**config.mk**
```make
export PLATFORM = sky130hd
export DESIGN_NAME = corr_seq
export DESIGN_NICKNAME = d
export VERILOG_FILES = /design/src/rtl/corr_pkg.sv /design/src/rtl/corr_seq.sv
export SDC_FILE = /design/constraint.sdc
export NUM_CORES = 1
export LEC_CHECK = 0
export ABC_CLOCK_PERIOD_IN_PS = 2600
export BUFFER_PORTS_ARGS = -buffer_cell sky130_fd_sc_hd__buf_4
export CAP_MARGIN = 20
export CORE_AREA = 2 2 162 164
export CTS_BUF_LIST = sky130_fd_sc_hd__clkbuf_4
export CTS_CLUSTER_DIAMETER = 120
export DETAILED_ROUTE_END_ITERATION = 8
export DIE_AREA = 0 0 164 166
export GPL_ROUTABILITY_DRIVEN = 0
export GPL_TIMING_DRIVEN = 0
export SYNTH_ARGS = -nofsm -noshare
export SYNTH_HDL_FRONTEND = slang
export SYNTH_SLANG_ARGS = --single-unit
```
**constraint.sdc**
```tcl
create_clock -name clk -period 2.6 [get_ports clk]
set_input_delay 0.39 -clock clk [delete_from_list [all_inputs] [get_ports clk]]
set_output_delay 0.39 -clock clk [all_outputs]
set_load 0.05 [all_outputs]
```
**src/rtl/corr_pkg.sv**
```systemverilog
package corr_pkg;

    // Charge requirement codes carried on cfg_chg_mode
    typedef enum logic [1:0] {
        CHG_ANY     = 2'd0,
        CHG_OPP     = 2'd1,
        CHG_SAME    = 2'd2,
        CHG_ANY_ALT = 2'd3
    } chg_mode_e;

    // Slot sequencer states
    typedef enum logic {
        S_IDLE   = 1'b0,
        S_STREAM = 1'b1
    } seq_state_e;

endpackage

```
**src/rtl/corr_seq.sv**
```systemverilog
module corr_seq
    import corr_pkg::*;
#(
    parameter int N_HELD = 6,
    parameter int SLOTS  = 12,
    parameter int SLOT_W = 4,
    parameter int PT_W   = 10,
    parameter int ETA_W  = 9,
    parameter int PHI_W  = 8
) (
    input  logic                      clk,
    input  logic                      rst_n,
    input  logic                      bx_start,
    input  logic [N_HELD-1:0]         held_valid,
    input  logic [N_HELD*PT_W-1:0]    held_pt,
    input  logic [N_HELD*ETA_W-1:0]   held_eta,
    input  logic [N_HELD*PHI_W-1:0]   held_phi,
    input  logic [N_HELD-1:0]         held_q,
    input  logic                      str_valid,
    input  logic [PT_W-1:0]           str_pt,
    input  logic [ETA_W-1:0]          str_eta,
    input  logic [PHI_W-1:0]          str_phi,
    input  logic                      str_q,
    output seq_state_e                state_o,
    output logic [SLOT_W-1:0]         slot_o,
    output logic [N_HELD-1:0]         held_valid_q,
    output logic [N_HELD*PT_W-1:0]    held_pt_q,
    output logic [N_HELD*ETA_W-1:0]   held_eta_q,
    output logic [N_HELD*PHI_W-1:0]   held_phi_q,
    output logic [N_HELD-1:0]         held_q_q,
    output logic                      a_vld,
    output logic                      a_first,
    output logic                      a_last,
    output logic [SLOT_W-1:0]         a_slot,
    output logic                      a_sv,
    output logic [PT_W-1:0]           a_pt,
    output logic [ETA_W-1:0]          a_eta,
    output logic [PHI_W-1:0]          a_phi,
    output logic                      a_q
);

    localparam logic [SLOT_W-1:0] LAST_SLOT = SLOT_W'(SLOTS - 1);

    seq_state_e        state_q, state_d;
    logic [SLOT_W-1:0] slot_q, slot_d;
    logic              consume_c, first_c, last_c, capture_c;
    logic [SLOT_W-1:0] slot_c;

    // State register
    always_ff @(posedge clk or negedge rst_n) begin
        if (!rst_n) begin
            state_q <= S_IDLE;
            slot_q  <= '0;
        end else begin
            state_q <= state_d;
            slot_q  <= slot_d;
        end
    end

    // Next state and per-cycle outputs
    always_comb begin
        state_d   = state_q;
        slot_d    = slot_q;
        consume_c = 1'b0;
        first_c   = 1'b0;
        last_c    = 1'b0;
        capture_c = 1'b0;
        slot_c    = slot_q;
        unique case (state_q)
            S_IDLE: begin
                if (bx_start) begin
                    capture_c = 1'b1;
                    consume_c = 1'b1;
                    first_c   = 1'b1;
                    slot_c    = '0;
                    if (SLOTS == 1) begin
                        last_c = 1'b1;
                    end else begin
                        state_d = S_STREAM;
                        slot_d  = SLOT_W'(1);
                    end
                end
            end
            S_STREAM: begin
                consume_c = 1'b1;
                if (slot_q == LAST_SLOT) begin
                    last_c  = 1'b1;
                    state_d = S_IDLE;
                    slot_d  = '0;
                end else begin
                    slot_d = slot_q + SLOT_W'(1);
                end
            end
        endcase
    end

    // Held collection capture and stage A of the stream
    always_ff @(posedge clk or negedge rst_n) begin
        if (!rst_n) begin
            held_valid_q <= '0;
            held_pt_q    <= '0;
            held_eta_q   <= '0;
            held_phi_q   <= '0;
            held_q_q     <= '0;
            a_vld        <= 1'b0;
            a_first      <= 1'b0;
            a_last       <= 1'b0;
            a_slot       <= '0;
            a_sv         <= 1'b0;
            a_pt         <= '0;
            a_eta        <= '0;
            a_phi        <= '0;
            a_q          <= 1'b0;
        end else begin
            if (capture_c) begin
                held_valid_q <= held_valid;
                held_pt_q    <= held_pt;
                held_eta_q   <= held_eta;
                held_phi_q   <= held_phi;
                held_q_q     <= held_q;
            end
            a_vld   <= consume_c;
            a_first <= consume_c & first_c;
            a_last  <= consume_c & last_c;
            a_slot  <= slot_c;
            a_sv    <= consume_c & str_valid;
            a_pt    <= str_pt;
            a_eta   <= str_eta;
            a_phi   <= str_phi;
            a_q     <= str_q;
        end
    end

    assign state_o = state_q;
    assign slot_o  = slot_q;

endmodule

```
* Word level (Yosys, flattened, before mapping) *
Cells that the tools add are included.

operators by class
  eq/ne operators = 2
  bitwise logic cells = 4
  $add $sub $neg = 1
  multiplexer cells = 12

operator list
  cell                   number
  $mux W4                4
  $pmux W4 S2            1
  $mux W1                5
  $add A4 B1 Y4 const B  1
  $eq A4 B4 Y1 const B   1
  $pmux W1 S2            2
  $and A1 B1 Y1          3
  $ne A2 B2 Y1 const B   1
  $not A1 Y1             1

storage, ports and cells
  register bits after elaboration = 215
  output and inout port bits = 215
  bits of input ports = 206

* Depth between registers and ports, before layout *
Gate-level depths: netlist (run 1).

  depth after elaboration = 4
  gate-level depth with buffers = 5
  depth with buffers taken out = 4

* Worst setup path after synthesis (run 1) *
OpenSTA, ideal clock, no wires.

  path type = flip-flop to flip-flop
  start point = register state_q, in the netlist state_o
  end point = register held_eta_q[12]
  clock period less this slack = 1.669 ns
  setup slack = 0.931 ns
  data arrival time = 1.544 ns
  data required time = 2.475 ns
  stages on the path, launching flop included = 6
  path through = dfrtp_1 -> nor2b_1 -> buf_4 -> buf_6 -> buf_6 -> mux2_4

between the ends
  longest elaborated chain between the ends = 1

ends and longest elaborated chain
  element                   RTL line         text
  start: declaration        corr_seq.sv:44   seq_state_e state_q, state_d;
  start signal: assignment  corr_seq.sv:55   state_q <= state_d;
  $mux W1                   corr_seq.sv:69   unique case (state_q)
  end signal: assignment    corr_seq.sv:118  held_eta_q <= held_eta;
  end: declaration          corr_seq.sv:28   output logic [N_HELD*ETA_W-1:0] held_eta_q,

No other way between the ends.
A chain may end at the register's enable or synchronous reset.

* Worst setup path in the final report (run 1) *
  start point = register state_q, in the netlist state_o
  end point = output port state_o

RTL lines
  element           RTL line        text
  end: declaration  corr_seq.sv:24  output seq_state_e state_o,

No word-level cell between the ends.

==> results.env, run 1 <==
STATUS='finished clean'
CP_SLOWEST_STAGE_DELAY_NS=0.49
CLOCK_SINKS=215
DIEWIDTH_UM=164
POSTSYNTH.ASYNCRESETSHARE_PCT=100.0
CLOCK_SKEWS_NS=0.02468
GRT_TOTAL_USAGE_PCT=17.94
GRT_MAX_DEGREE=114
DIE_OUTLINE_AREA_SQ_UM=27220
ROUTE.DETAILED.WL_PER_INST_UM=16.46
FINALNETCOUNT=1326
POSTCTSSETUPREPAIRBUFS=0
RR_WORST_DEPTH=5
NETLIST_INSTANCES=432
SYNTH.YOSYS.SEQ_AREA_SHARE_PCT=66.81
CRITICAL_PATH.N_BUFFERS_INVERTERS=1
POWER-PER-CELL-AREA_nW_PER_UM2=1334
CRITICAL_PATH_SLOWEST_STAGE_CELL='dfrtp_1'
WORST-ENDPOINT-REQUIRED_NS=2.21
CLK_LATENCY_NS=0.65
SETUP_VIOLATIONS=0
CORE.ROWCOUNT=59
DRT_PRE_ANTENNA_ITERS=4
ROUTED_WIRELENGTH_MM=24.69
WORST_HOLD_PATH_TYPE='input pin to async pin'
WIRE_LENGTH_OF_THE_FIRST_GLOBAL_ROUTING_PASS_MM=38.76
LAYOUT_MIN_CYCLE_TIME_NS=1.787
CORE_AREA_SQ_UM=25620
AREA_DELTA_SYNTH_FINAL_PCT=79.32
TRITONCTS='built'
POST-ROUTE-PERIOD-UTIL_PCT=68.75
TRITONCTS.NUM_BUFFERS=59
CRIT_PATH_MAX_FANOUT=9
LAYOUT_COMMON_CELLS='buf_4, dfrtp_1, dlygate4sd3_1, mux2_4, clkbuf_4'
DETAILED_PLACE_HPWL_MM=16.05
DRT-VIAS-PER-INSTANCE=4.224
MAX_CAP_VIOLATIONS=0
FINAL_ANTENNA_NET_COUNT=0
ACHIEVABLE-FREQUENCY_GHz=0.5595
LAYOUT.CELLS.MOST_COMMON='buf_4'
COMMONEST_REGISTER_CELL_AFTER_SYNTHESIS='dfrtp_1'
TIMING.FINAL.MAX_SLEW_VIOLATIONS=0
CLK_PATH_BUF_DEPTH=3
TIMING.CRITICAL_PATH.ARRIVAL_NS=1.40
CP-END-KIND='output pin'
MAPPEDNETLISTAREA_SQ_UM=8053
CLK_TRANSITION_REPORTED_PATHS_NS=0.08
DIE_H_UM=166
NUM-FILL-CELLS=2063
CRITICAL_PATH.CELL_CHAIN='buf_4'
SYNTH_ENABLE_FLOP_CELLS=0
DETAIL_ROUTE.DRC_VIOLATIONS=0
TIGHTEST_SLEW_NS=0.8016
SYNTH_WARNINGS=0
WORSTSETUPPATHTYPE='flop to output pin'
PLACE_INST=1188
GRT_SETUP_UNREPAIRED='no'
SYNTH-SEQ-CELLS=215
CPLARGESTDELAYFAMILY='flip-flops'
VDD_IR_DROP_MAX_mV=1.030
POST_SYNTH_NUM_CELL_TYPES=19
CLOCK-ROOT-BUFFER='clkbuf_4'
FINAL.SETUP.TNS_NS=0
CTSHTREEMAXLEVEL=2
DRIVE_GT1_SHARE_PCT=60.79
STATIC-LEAKAGE-POWER_nW=7.093
GRT_REMAINING_OVERFLOW=0
TIMING.CRITICAL_PATH.DEPTH=1
WORST_SETUP_PATH_START_KIND='flop'
DRT_ITER0_DRC=174
SYN_AVG_CELL_AREA_SQ_UM=18.64
TIMING_HOLD_VIOLATIONS_FINAL=0
GRT_PASS1_VIAS=7240
DR_TOTAL_VIAS=6336
ANTENNA_FOUND_INITIAL=2
SYNTHESIS.NETS=639
FINAL_CELL_COUNT_NO_FILL=1500
IO_BUFFER_COUNT=420
INITIAL_CORE_UTILIZATION_PCT=31.44
NUM_IO_PINS=421
WORST_SLEW_MARGIN_REL_PCT=46.56
## routing by layer
layer | vias up | track usage, % | part of all wire (%) | wire (um)
met5 | - | 0 | 0 | 0
met4 | 0 | 7.361 | 3.5 | 871
met3 | 66 | 6.019 | 8.3 | 2054
met2 | 302 | 30.65 | 50 | 12290
met1 | 3054 | 20.51 | 38 | 9468
li1 | 2914 | - | - | -
## final cells by class
type	count	area, sq um	share of cell area [%]
tap	335	419.2	2.903
clock inverter	19	77.57	0.5372
inverter	1	3.754	0.02599
clock buffer	86	645.6	4.471
timing repair buffer	626	5240	36.29
antenna	2	5.005	0.03466
multi-input combinational	196	2485	17.21
buffer	20	183.9	1.274
sequential	215	5380	37.26
## cell usage after synthesis, types with 2 or more instances
cell,instances,share of area (%)
nor2b_1,6,0.47
a22o_1,2,0.22
buf_6,13,1.8
buf_2,6,0.37
mux2_4,100,19
mux2_2,75,10
nand2_1,2,0.093
nor2_1,3,0.14
dfrtp_1,215,67
## where the power goes
| part | switching (mW) | leakage [nW] | internal (mW) | total [mW] |
|---|---|---|---|---|
| clock | 1.42 | 0.437 | 1.51 | 2.93 |
| sequential | 0.837 | 2.59 | 4.79 | 5.63 |
| combinational | 6.73 | 4.06 | 3.97 | 10.7 |
## through the flow
stage | hold slack, ns | util [%] | setup slack (ns) | cell area, sq um | power (mW)
final | 0.3873 | 56.37 | 0.8126 | 14440 | 19.26
after global routing | 0.3090 | 56.37 | 0.7056 | 14440 | 20.16
after floorplan | 0.09441 | - | 0.9306 | 8053 | 12.81
after global placement | 0.4918 | 45.38 | -0.5698 | 11620 | 16.04
after CTS | 0.3132 | 56.35 | 0.7452 | 14440 | 19.41
after detailed placement | 0.4926 | 45.52 | 0.9076 | 11660 | 16.10
## state kept, by name (all words and copies together), names as in the netlist, 4 cells and up
register	flops
held_eta_q	54
held_pt_q	60
held_q_q	6
held_phi_q	48
slot_o	4
a_eta	9
a_phi	8
a_pt	10
held_valid_q	6
a_slot	4
## kinds of logic (layout without fill, tap and decap cells)
| logic type | after synthesis | in the layout | share of synthesized area, % |
|---|---|---|---|
| flops | 215 | 215 | 66.81 |
| mux | 175 | 175 | 29.13 |
| buf+inv | 21 | 752 | 2.331 |
| simple gates | 14 | 14 | 1.026 |
| compound gates | 5 | 5 | 0.4350 |
| fa+ha+maj | 1 | 1 | 0.1554 |
| xor+xnor | 1 | 1 | 0.1088 |
| other cells | 0 | 2 | 0 |
## worst paths after layout
check,start,to,slack (ns)
max in group asynchronous,rst_n,slot_o[0],1.15
worst min-delay path,rst_n,held_eta_q[46],0.39
worst min register to register,held_eta_q[5],held_eta_q[5],0.51
worst max-delay path,state_o,state_o,0.81
min in group clk,str_pt[8],a_pt[8],0.39
worst max register to register,state_o,held_pt_q[32],0.90
## what timing repair did
| action | 4_1_cts | 5_1_grt |
|---|---|---|
| hold buffers | 205 | 0 |
| resized for setup | 0 | 0 |
| hold endpoints to repair | 306 | 0 |
No activity file was read; power rests on OpenSTA's default activity.
==> run 2: changes to the inputs <==
- ABC_AREA: unset -> 1
- ABC_CLOCK_PERIOD_IN_PS: 2600 -> 1700
- CORE_AREA: 2 2 162 164 -> 2 2 164 166
- DIE_AREA: 0 0 164 166 -> 0 0 166 168
- clock period: 2.6 -> 1.7 ns (I/O delays scaled with it)
==> run 2 against run 1 <==
Clock power increased by 68%. Count of clock-buffer cells in the layout increased by 5. Core utilization decreased by 2.3 points. Critical path depth unchanged. Register-to-register slack got worse by 0.71 ns.
==> results.env, run 2 <==
REG2REG_SLACK_NS=0.19  # was 0.90 ns
POSTLAYOUTCOREUTIL_PCT=54.12  # was 56.37%
CLK_TRANSITION_REPORTED_PATHS_NS=0.07  # was 0.08 ns
BIGGESTREGSBYFLOPS='held_pt_q x60, held_eta_q x54, held_phi_q x48'  # unchanged
TRITONCTS.NUM_BUFFERS=59  # unchanged
WORST-ENDPOINT-REQUIRED_NS=1.44  # was 2.21 ns
SYNTH_WARNINGS=0  # unchanged
DIEWIDTH_UM=166  # was 164 um
CORE.ROWCOUNT=60  # was 59
VDD_IR_DROP_MAX_mV=1.280  # was 1.030 mV
DR_TOTAL_VIAS=8021  # was 6336
DETAIL_ROUTE.DRC_VIOLATIONS=0  # unchanged
FINAL.SETUP.TNS_NS=0  # unchanged
NETLIST_INSTANCES=810  # was 432
CLK_PATH_BUF_DEPTH=3  # unchanged
FINAL_ANTENNA_NET_COUNT=0  # unchanged
CLOCK_SINKS=215  # unchanged
MAPPEDNETLISTAREA_SQ_UM=7781  # was 8053 sq um
DIE_OUTLINE_AREA_SQ_UM=27890  # was 27220 sq um
CP_SLOWEST_STAGE_DELAY_NS=0.43  # was 0.49 ns
POWER.SHARE.COMBINATIONAL_PCT=54.0  # was 55.6%
CP-END-KIND='output pin'  # unchanged
DETAILED_PLACE_HPWL_MM=18.64  # was 16.05 mm
CLOCK_SKEWS_NS=0.06796  # was 0.02468 ns
WORST_SETUP_PATH_START_KIND='flop'  # unchanged
CLK_LATENCY_NS=0.69  # was 0.65 ns
SYNTH_TOP_CELL_BY_AREA='dfrtp_1'  # unchanged
DRT-VIAS-PER-INSTANCE=4.257  # was 4.224
MAX_CAP_VIOLATIONS=0  # unchanged
SYNTHESIS.NETS=1017  # was 639
SYNTH-SEQ-CELLS=215  # unchanged
CPLARGESTDELAYFAMILY='flip-flops'  # unchanged
INITIAL_CORE_UTILIZATION_PCT=29.53  # was 31.44%
GRT_PASS1_VIAS=8652  # was 7240
ANTENNA_FOUND_INITIAL=1  # was 2
IO_BUFFER_COUNT=420  # unchanged
SYNTH_TOP_CELLS_BY_COUNT='nand2_1, dfrtp_1, buf_2'  # was dfrtp_1, mux2_4, mux2_2
WORST_SLEW_MARGIN_REL_PCT=45.79  # was 46.56%
COMMONEST_REGISTER_CELL_AFTER_SYNTHESIS='dfrtp_1'  # unchanged
SYN_AVG_CELL_AREA_SQ_UM=9.606  # was 18.64 sq um
GRT_REMAINING_OVERFLOW=0  # unchanged
LAYOUT.AREA.SEQ_SQ_UM=5383  # was 5380 sq um
POST-ROUTE-PERIOD-UTIL_PCT=94.84
ROUTED_WIRELENGTH_MM=28.50  # was 24.69 mm
LAYOUT_COMMON_CELLS='nand2_1, buf_4, dfrtp_1, dlygate4sd3_1, clkbuf_4'  # was buf_4, dfrtp_1, dlygate4sd3_1, mux2_4, clkbuf_4
DRIVE_GT1_SHARE_PCT=36.19  # was 60.79%
REGISTERS.TOP_BY_FF_COUNT='held_pt_q'  # unchanged
TIMING.FINAL.MAX_SLEW_VIOLATIONS=0  # unchanged
LARGEST_REG_FLOPS=60  # unchanged
CORE_AREA_SQ_UM=26350  # was 25620 sq um
GRT_TOTAL_USAGE_PCT=20.23  # was 17.94%
LAYOUT.CELLS.MOST_COMMON='nand2_1'  # was buf_4
YS_TOP_CELLS_BY_AREA='dfrtp_1, nand2_1, buf_6'  # was dfrtp_1, mux2_4, mux2_2
CLOCK-ROOT-BUFFER='clkbuf_4'  # unchanged
GRT_SETUP_UNREPAIRED='no'  # unchanged
WORST_HOLD_PATH_TYPE='input pin to flop'  # was input pin to async pin
FINAL_CRITICAL_PATH_SETUP_SLACK_NS=0.08768  # was 0.8126 ns
STATIC-LEAKAGE-POWER_nW=7.786  # was 7.093 nW
POWER.SWITCHING_FRACTION_PCT=49.88  # was 46.66%
GRT_MAX_DEGREE=112  # was 114
CRITICAL_PATH.N_BUFFERS_INVERTERS=1  # unchanged
CELL_INTERNAL_PWR_mW=14.59  # was 10.27 mW
POWER.CLOCK.FRACTION_PCT=16.9  # was 15.2%
CRITICAL_PATH.CELL_CHAIN='buf_4'  # unchanged
SETUP_VIOLATIONS=0  # unchanged
DPL_WORST_SLACK_NS=0.2063  # was 0.9076 ns
TIGHTEST_SLEW_NS=0.8131  # was 0.8016 ns
COMBINED_AREA_OF_THE_MULTI_INPUT_LOGIC_CELLS_SQ_UM=2083  # was 2485 sq um
NUM_IO_PINS=421  # unchanged
TIMING.CRITICAL_PATH.ARRIVAL_NS=1.36  # was 1.40 ns
POST-SYNTH-TOP-COUNT-CELL='nand2_1'  # was dfrtp_1
P_SEQ_SHARE_PCT=29.2  # about the same
SYNTH.YOSYS.SEQ_AREA_SHARE_PCT=69.14  # was 66.81%
FINALNETCOUNT=1705  # was 1326
POWER-PER-CELL-AREA_nW_PER_UM2=2042  # was 1334 nW/um^2
NETLIST.AREA_LEADER.SHARE_PCT=69.14  # was 66.81%
LAYOUT_MIN_CYCLE_TIME_NS=1.612
POSTSYNTH.ASYNCRESETSHARE_PCT=100.0  # unchanged
SYNTH_ENABLE_FLOP_CELLS=0  # unchanged
NET-SWITCHING-POWER_mW=14.53  # was 8.987 mW
TOTAL_POWER_mW=29.12  # was 19.26 mW
CRITICAL_PATH_SLOWEST_STAGE_CELL='dfrtp_1'  # unchanged
AREA_DELTA_SYNTH_FINAL_PCT=83.26  # was 79.32%
CRIT_PATH_MAX_FANOUT=2  # was 9
DIE_H_UM=168  # was 166 um
POST_SYNTH_NUM_CELL_TYPES=15  # was 19
DRT_ITER0_DRC=363  # was 174
WIRE_LENGTH_OF_THE_FIRST_GLOBAL_ROUTING_PASS_MM=45.18  # was 38.76 mm
WORSTSETUPPATHTYPE='flop to output pin'  # unchanged
NUM-FILL-CELLS=2303  # was 2063
DRT_PRE_ANTENNA_ITERS=5  # was 4
TIMING_HOLD_VIOLATIONS_FINAL=0  # unchanged
ACHIEVABLE-FREQUENCY_GHz=0.6202
TRITONCTS='built'  # unchanged
CTSHTREEMAXLEVEL=2  # unchanged
STATUS='finished clean'  # unchanged
ROUTE.DETAILED.WL_PER_INST_UM=15.13  # was 16.46 um
## run 2: changes by cell type after synthesis, sizes merged, moves of 2 or more
cell and delta:
nor2b -6, inv +8, mux2 -175, buf +17, nand3 +2, nor2 +4
nand2 +530, a22o -2, o21ai +3
## run 2: cell type report
type	instances	share of cell area, %
flip-flops and latches	215	37.75
repair buffers	627	36.84
multi-input cells	548	14.61
clock buffers	91	4.791
well taps	341	2.992
plain buffers	38	1.992
clock inverters	14	0.7721
inverters	9	0.2369
diodes	1	0.01755
## run 2: layer usage
| metal | track usage (%) | vias to the layer above | part of all wire (%) | routed length (um) |
|---|---|---|---|---|
| li1 | - | 3854 | - | - |
| met1 | 23.56 | 3721 | 40 | 11330 |
| met2 | 34.98 | 361 | 49 | 14010 |
| met3 | 6.088 | 85 | 7.7 | 2182 |
| met4 | 8.204 | 0 | 3.4 | 977 |
| met5 | 0 | - | 0 | 0 |
## run 2: kinds of logic after synthesis
| kind of cell | Yosys count | share of synthesized area [%] |
|---|---|---|
| buffers and inverters | 47 | 4.084 |
| xor gates and xnor gates | 1 | 0.1126 |
| adders and majority gates | 1 | 0.1608 |
| DFF | 215 | 69.14 |
| AOI/OAI and AO/OA | 4 | 0.2573 |
| and+or+nand+nor | 542 | 26.24 |
## run 2: through the flow
step / hold slack [ns] / instance area, sq um / instances
2_1_floorplan: -0.04059 / 7781 / 810
3_3_place_gp: 0.3644 / 11360 / 1571
3_5_place_dp: 0.3564 / 11400 / 1572
4_1_cts: 0.1408 / 14260 / 1883
5_1_grt: 0.1578 / 14260 / 1884
6_report: 0.2142 / 14260 / 1884
## run 2: timing repair
item | 4_1_cts | 5_1_grt
endpoints found under the setup margin | 2 | 1
buffers inserted | 0 | 0
gates resized for setup | 2 | 1
endpoints found under the hold margin | 312 | 0
hold buffers | 206 | 0
## run 2: power groups by stage
| stage | Sequential [mW] | Clock [mW] | Combinational, mW |
|---|---|---|---|
| finish | 8.49 | 4.91 | 15.7 |
| global route | 8.73 | 5.38 | 16.6 |
| CTS | 8.46 | 5.08 | 15.8 |
| detailed placement | 8.48 | 0 | 15.4 |
| global placement | 8.45 | 0 | 15.2 |
| floorplan | 15.7 | 0 | 2.80 |
## run 2: path summary, 6_finish.rpt
kind	endpoint	cells after the start	startpoint
min reg2reg	held_eta_q[47]	2	held_eta_q[47]
min in group asynchronous	held_eta_q[24]	2	rst_n
max reg2reg	held_eta_q[27]	7	state_o
max in group asynchronous	held_pt_q[31]	3	rst_n
max	held_pt_q[49]	1	held_pt_q[49]
min	a_phi[5]	2	str_phi[5]
==> run 3: changes to the inputs <==
- CTS_CLUSTER_SIZE: unset -> 12
- RECOVER_POWER: unset -> 50
==> run 3 against run 2 <==
Clock power fell by 55%. Hold slack improved by 0.014 ns. Cell count shrank 4.4%. Sequential power hardly changed. Die area unchanged. Maximum frequency grew 0.73%. Wire length is 3.1% lower. Via count fell by 4.3%. Register-to-register slack worse by 0.04 ns.
==> results.env, run 3 (synthesis results as in run 2) <==
INITIAL_CORE_UTILIZATION_PCT=29.53  # unchanged
CP_SLOWEST_STAGE_DELAY_NS=0.46  # was 0.43 ns
GRT_MAX_DEGREE=112  # unchanged
DRT_ITER0_DRC=296  # was 363
BIGGESTREGSBYFLOPS='held_pt_q x60, held_eta_q x54, held_phi_q x48'  # unchanged
POWER-PER-CELL-AREA_nW_PER_UM2=1936  # was 2042 nW/um^2
DIEWIDTH_UM=166  # unchanged
DRT_PRE_ANTENNA_ITERS=4  # was 5
WORSTSETUPPATHTYPE='flop to output pin'  # unchanged
REGISTERS.TOP_BY_FF_COUNT='held_pt_q'  # unchanged
STATUS='finished clean'  # unchanged
ROUTED_WIRELENGTH_MM=27.61  # was 28.50 mm
DETAILED_PLACE_HPWL_MM=18.64  # unchanged
CLK_LATENCY_NS=0.65  # was 0.69 ns
CRITICAL_PATH.CELL_CHAIN='buf_4'  # unchanged
DETAIL_ROUTE.DRC_VIOLATIONS=0  # unchanged
ANTENNA_FOUND_INITIAL=2  # was 1
TIMING_HOLD_VIOLATIONS_FINAL=0  # unchanged
LARGEST_REG_FLOPS=60  # unchanged
CTSHTREEMAXLEVEL=1  # was 2
CLOCK_SKEWS_NS=0.01383  # was 0.06796 ns
MAX_CAP_VIOLATIONS=0  # unchanged
TIMING.FINAL.MAX_SLEW_VIOLATIONS=0  # unchanged
POSTCTSSETUPREPAIRBUFS=0  # unchanged
FINAL_ANTENNA_NET_COUNT=0  # unchanged
LAYOUT.CELL_AREA.NON_FILLER_SQ_UM=13620  # was 14260 sq um
CLOCK-ROOT-BUFFER='clkbuf_4'  # unchanged
LAYOUT_MIN_CYCLE_TIME_NS=1.601  # was 1.612 ns
POSTPLACECELLAREA_SQ_UM=11400  # unchanged
CLOCK_SINKS=215  # unchanged
ROUTE.DETAILED.WL_PER_INST_UM=15.32  # was 15.13 um
NUM_IO_PINS=421  # unchanged
POWER.CLOCK.FRACTION_PCT=8.5  # was 16.9%
REG2REG_SLACK_NS=0.15  # was 0.19 ns
DR_TOTAL_VIAS=7680  # was 8021
DRT-VIAS-PER-INSTANCE=4.262  # was 4.257
FINALNETCOUNT=1667  # was 1705
CLK_TRANSITION_REPORTED_PATHS_NS=0.14  # was 0.07 ns
WORST_HOLD_PATH_TYPE='input pin to async pin'  # was input pin to flop
GRT_REMAINING_OVERFLOW=0  # unchanged
CORE_AREA_SQ_UM=26350  # unchanged
POST-ROUTE-PERIOD-UTIL_PCT=94.15  # was 94.84%
NET-SWITCHING-POWER_mW=13.95  # was 14.53 mW
TRITONCTS.NUM_BUFFERS=21  # was 59
STATIC-LEAKAGE-POWER_nW=7.410  # was 7.786 nW
DIE_OUTLINE_AREA_SQ_UM=27890  # unchanged
CRITICAL_PATH.N_BUFFERS_INVERTERS=1  # unchanged
CRITICAL_PATH_SLOWEST_STAGE_CELL='dfrtp_1'  # unchanged
WORST_SETUP_PATH_START_KIND='flop'  # unchanged
COMBINED_AREA_OF_THE_MULTI_INPUT_LOGIC_CELLS_SQ_UM=2081  # was 2083 sq um
GRT_TOTAL_USAGE_PCT=19.48  # was 20.23%
VDD_IR_DROP_MAX_mV=1.308  # was 1.280 mV
ACHIEVABLE-FREQUENCY_GHz=0.6248  # was 0.6202 GHz
CLK_PATH_BUF_DEPTH=3  # unchanged
GRT_SETUP_UNREPAIRED='no'  # unchanged
POWER.SHARE.COMBINATIONAL_PCT=59.5  # was 54.0%
CELL_INTERNAL_PWR_mW=12.42  # was 14.59 mW
GRT_PASS1_VIAS=8193  # was 8652
POWER.SWITCHING_FRACTION_PCT=52.89  # was 49.88%
POSTLAYOUTCOREUTIL_PCT=51.69  # was 54.12%
LAYOUT_COMMON_CELLS='nand2_1, buf_4, dfrtp_1, dlygate4sd3_1, clkbuf_4'  # unchanged
DRIVE_GT1_SHARE_PCT=33.15  # was 36.19%
AREA_DELTA_SYNTH_FINAL_PCT=75.04  # was 83.26%
CRIT_PATH_MAX_FANOUT=2  # unchanged
TRITONCTS='built'  # unchanged
TIMING.CRITICAL_PATH.ARRIVAL_NS=1.35  # was 1.36 ns
CPLARGESTDELAYFAMILY='flip-flops'  # unchanged
IO_BUFFER_COUNT=420  # unchanged
WORST-ENDPOINT-REQUIRED_NS=1.44  # about the same
CORE.ROWCOUNT=60  # unchanged
NUM-FILL-CELLS=2372  # was 2303
LAYOUT.CELLS.MOST_COMMON='nand2_1'  # unchanged
DIE_H_UM=168  # unchanged
PLACE_INST=1572  # unchanged
LAYOUT.AREA.SEQ_SQ_UM=5383  # unchanged
CP-END-KIND='output pin'  # unchanged
WIRE_LENGTH_OF_THE_FIRST_GLOBAL_ROUTING_PASS_MM=43.58  # was 45.18 mm
FINAL_CELL_COUNT_NO_FILL=1802  # was 1884
P_SEQ_SHARE_PCT=32.1  # was 29.2%
TIGHTEST_SLEW_NS=0.8181  # was 0.8131 ns
SETUP_VIOLATIONS=0  # unchanged
WORST_SLEW_MARGIN_REL_PCT=45.46  # was 45.79%
## run 3: cell types whose count changed in the layout (fill, tap and decap cells not counted), sizes merged
cell	delta
clkbuf	-35
buf	-34
clkinv	-11
bufinv	-2
clkinvlp	-1
inv	+1
## run 3: area by class of cell
class / instances / share of cell area [%]
Multi-Input combinational cell: 548 / 15.28
Timing Repair Buffer: 627 / 38.52
Buffer: 38 / 2.049
Inverter: 9 / 0.2480
Clock inverter: 1 / 0.02756
Tap cell: 341 / 3.132
Antenna cell: 1 / 0.01837
Sequential cell: 215 / 39.52
Clock buffer: 22 / 1.213
## run 3: timing repair
item | in CTS | in global routing
resized for setup | 2 | 0
endpoints found under the hold margin | 312 | 0
setup endpoints to repair | 2 | 0
hold buffers | 206 | 0
## run 3: path summary, 6_finish.rpt
path                               startpoint  cells past startpoint              to
worst min-delay path                    rst_n                      2   held_eta_q[4]
worst max-delay path            held_pt_q[49]                      1   held_pt_q[49]
worst max register to register        state_o                      7  held_eta_q[27]
min in group clk                   str_eta[1]                      2        a_eta[1]
worst min register to register  held_pt_q[35]                      2   held_pt_q[35]
max in group asynchronous               rst_n                      3   held_pt_q[38]
## run 3: metrics by stage
step	hold WS [ns]	setup TNS, ns	power (mW)	worst slack [ns]
4_1_cts	0.1796	0	26.55	0.03132
5_1_grt	0.2201	0	27.83	0.01454
3_5_place_dp	0.3564	0	23.84	0.2063
2_1_floorplan	-0.04059	0	18.47	0.2889
3_3_place_gp	0.3644	-276.87	23.70	-1.318
6_report	0.2280	0	26.37	0.09938
## run 3: power groups by stage
stage / clock, mW / sequential, mW / combinational [mW]
final: 2.23 / 8.46 / 15.7
after global routing: 2.54 / 8.70 / 16.6
after CTS: 2.38 / 8.42 / 15.8
after detailed placement: 0 / 8.48 / 15.4
after global placement: 0 / 8.45 / 15.2
after floorplan: 0 / 15.7 / 2.80
## run 3: layer usage
layer	share of wire (%)	track usage, %	up-vias
met5	0.047	0	-
met4	3.7	7.486	2
met3	7.6	4.984	65
met2	49	34.02	330
met1	40	23.13	3561
li1	-	-	3722
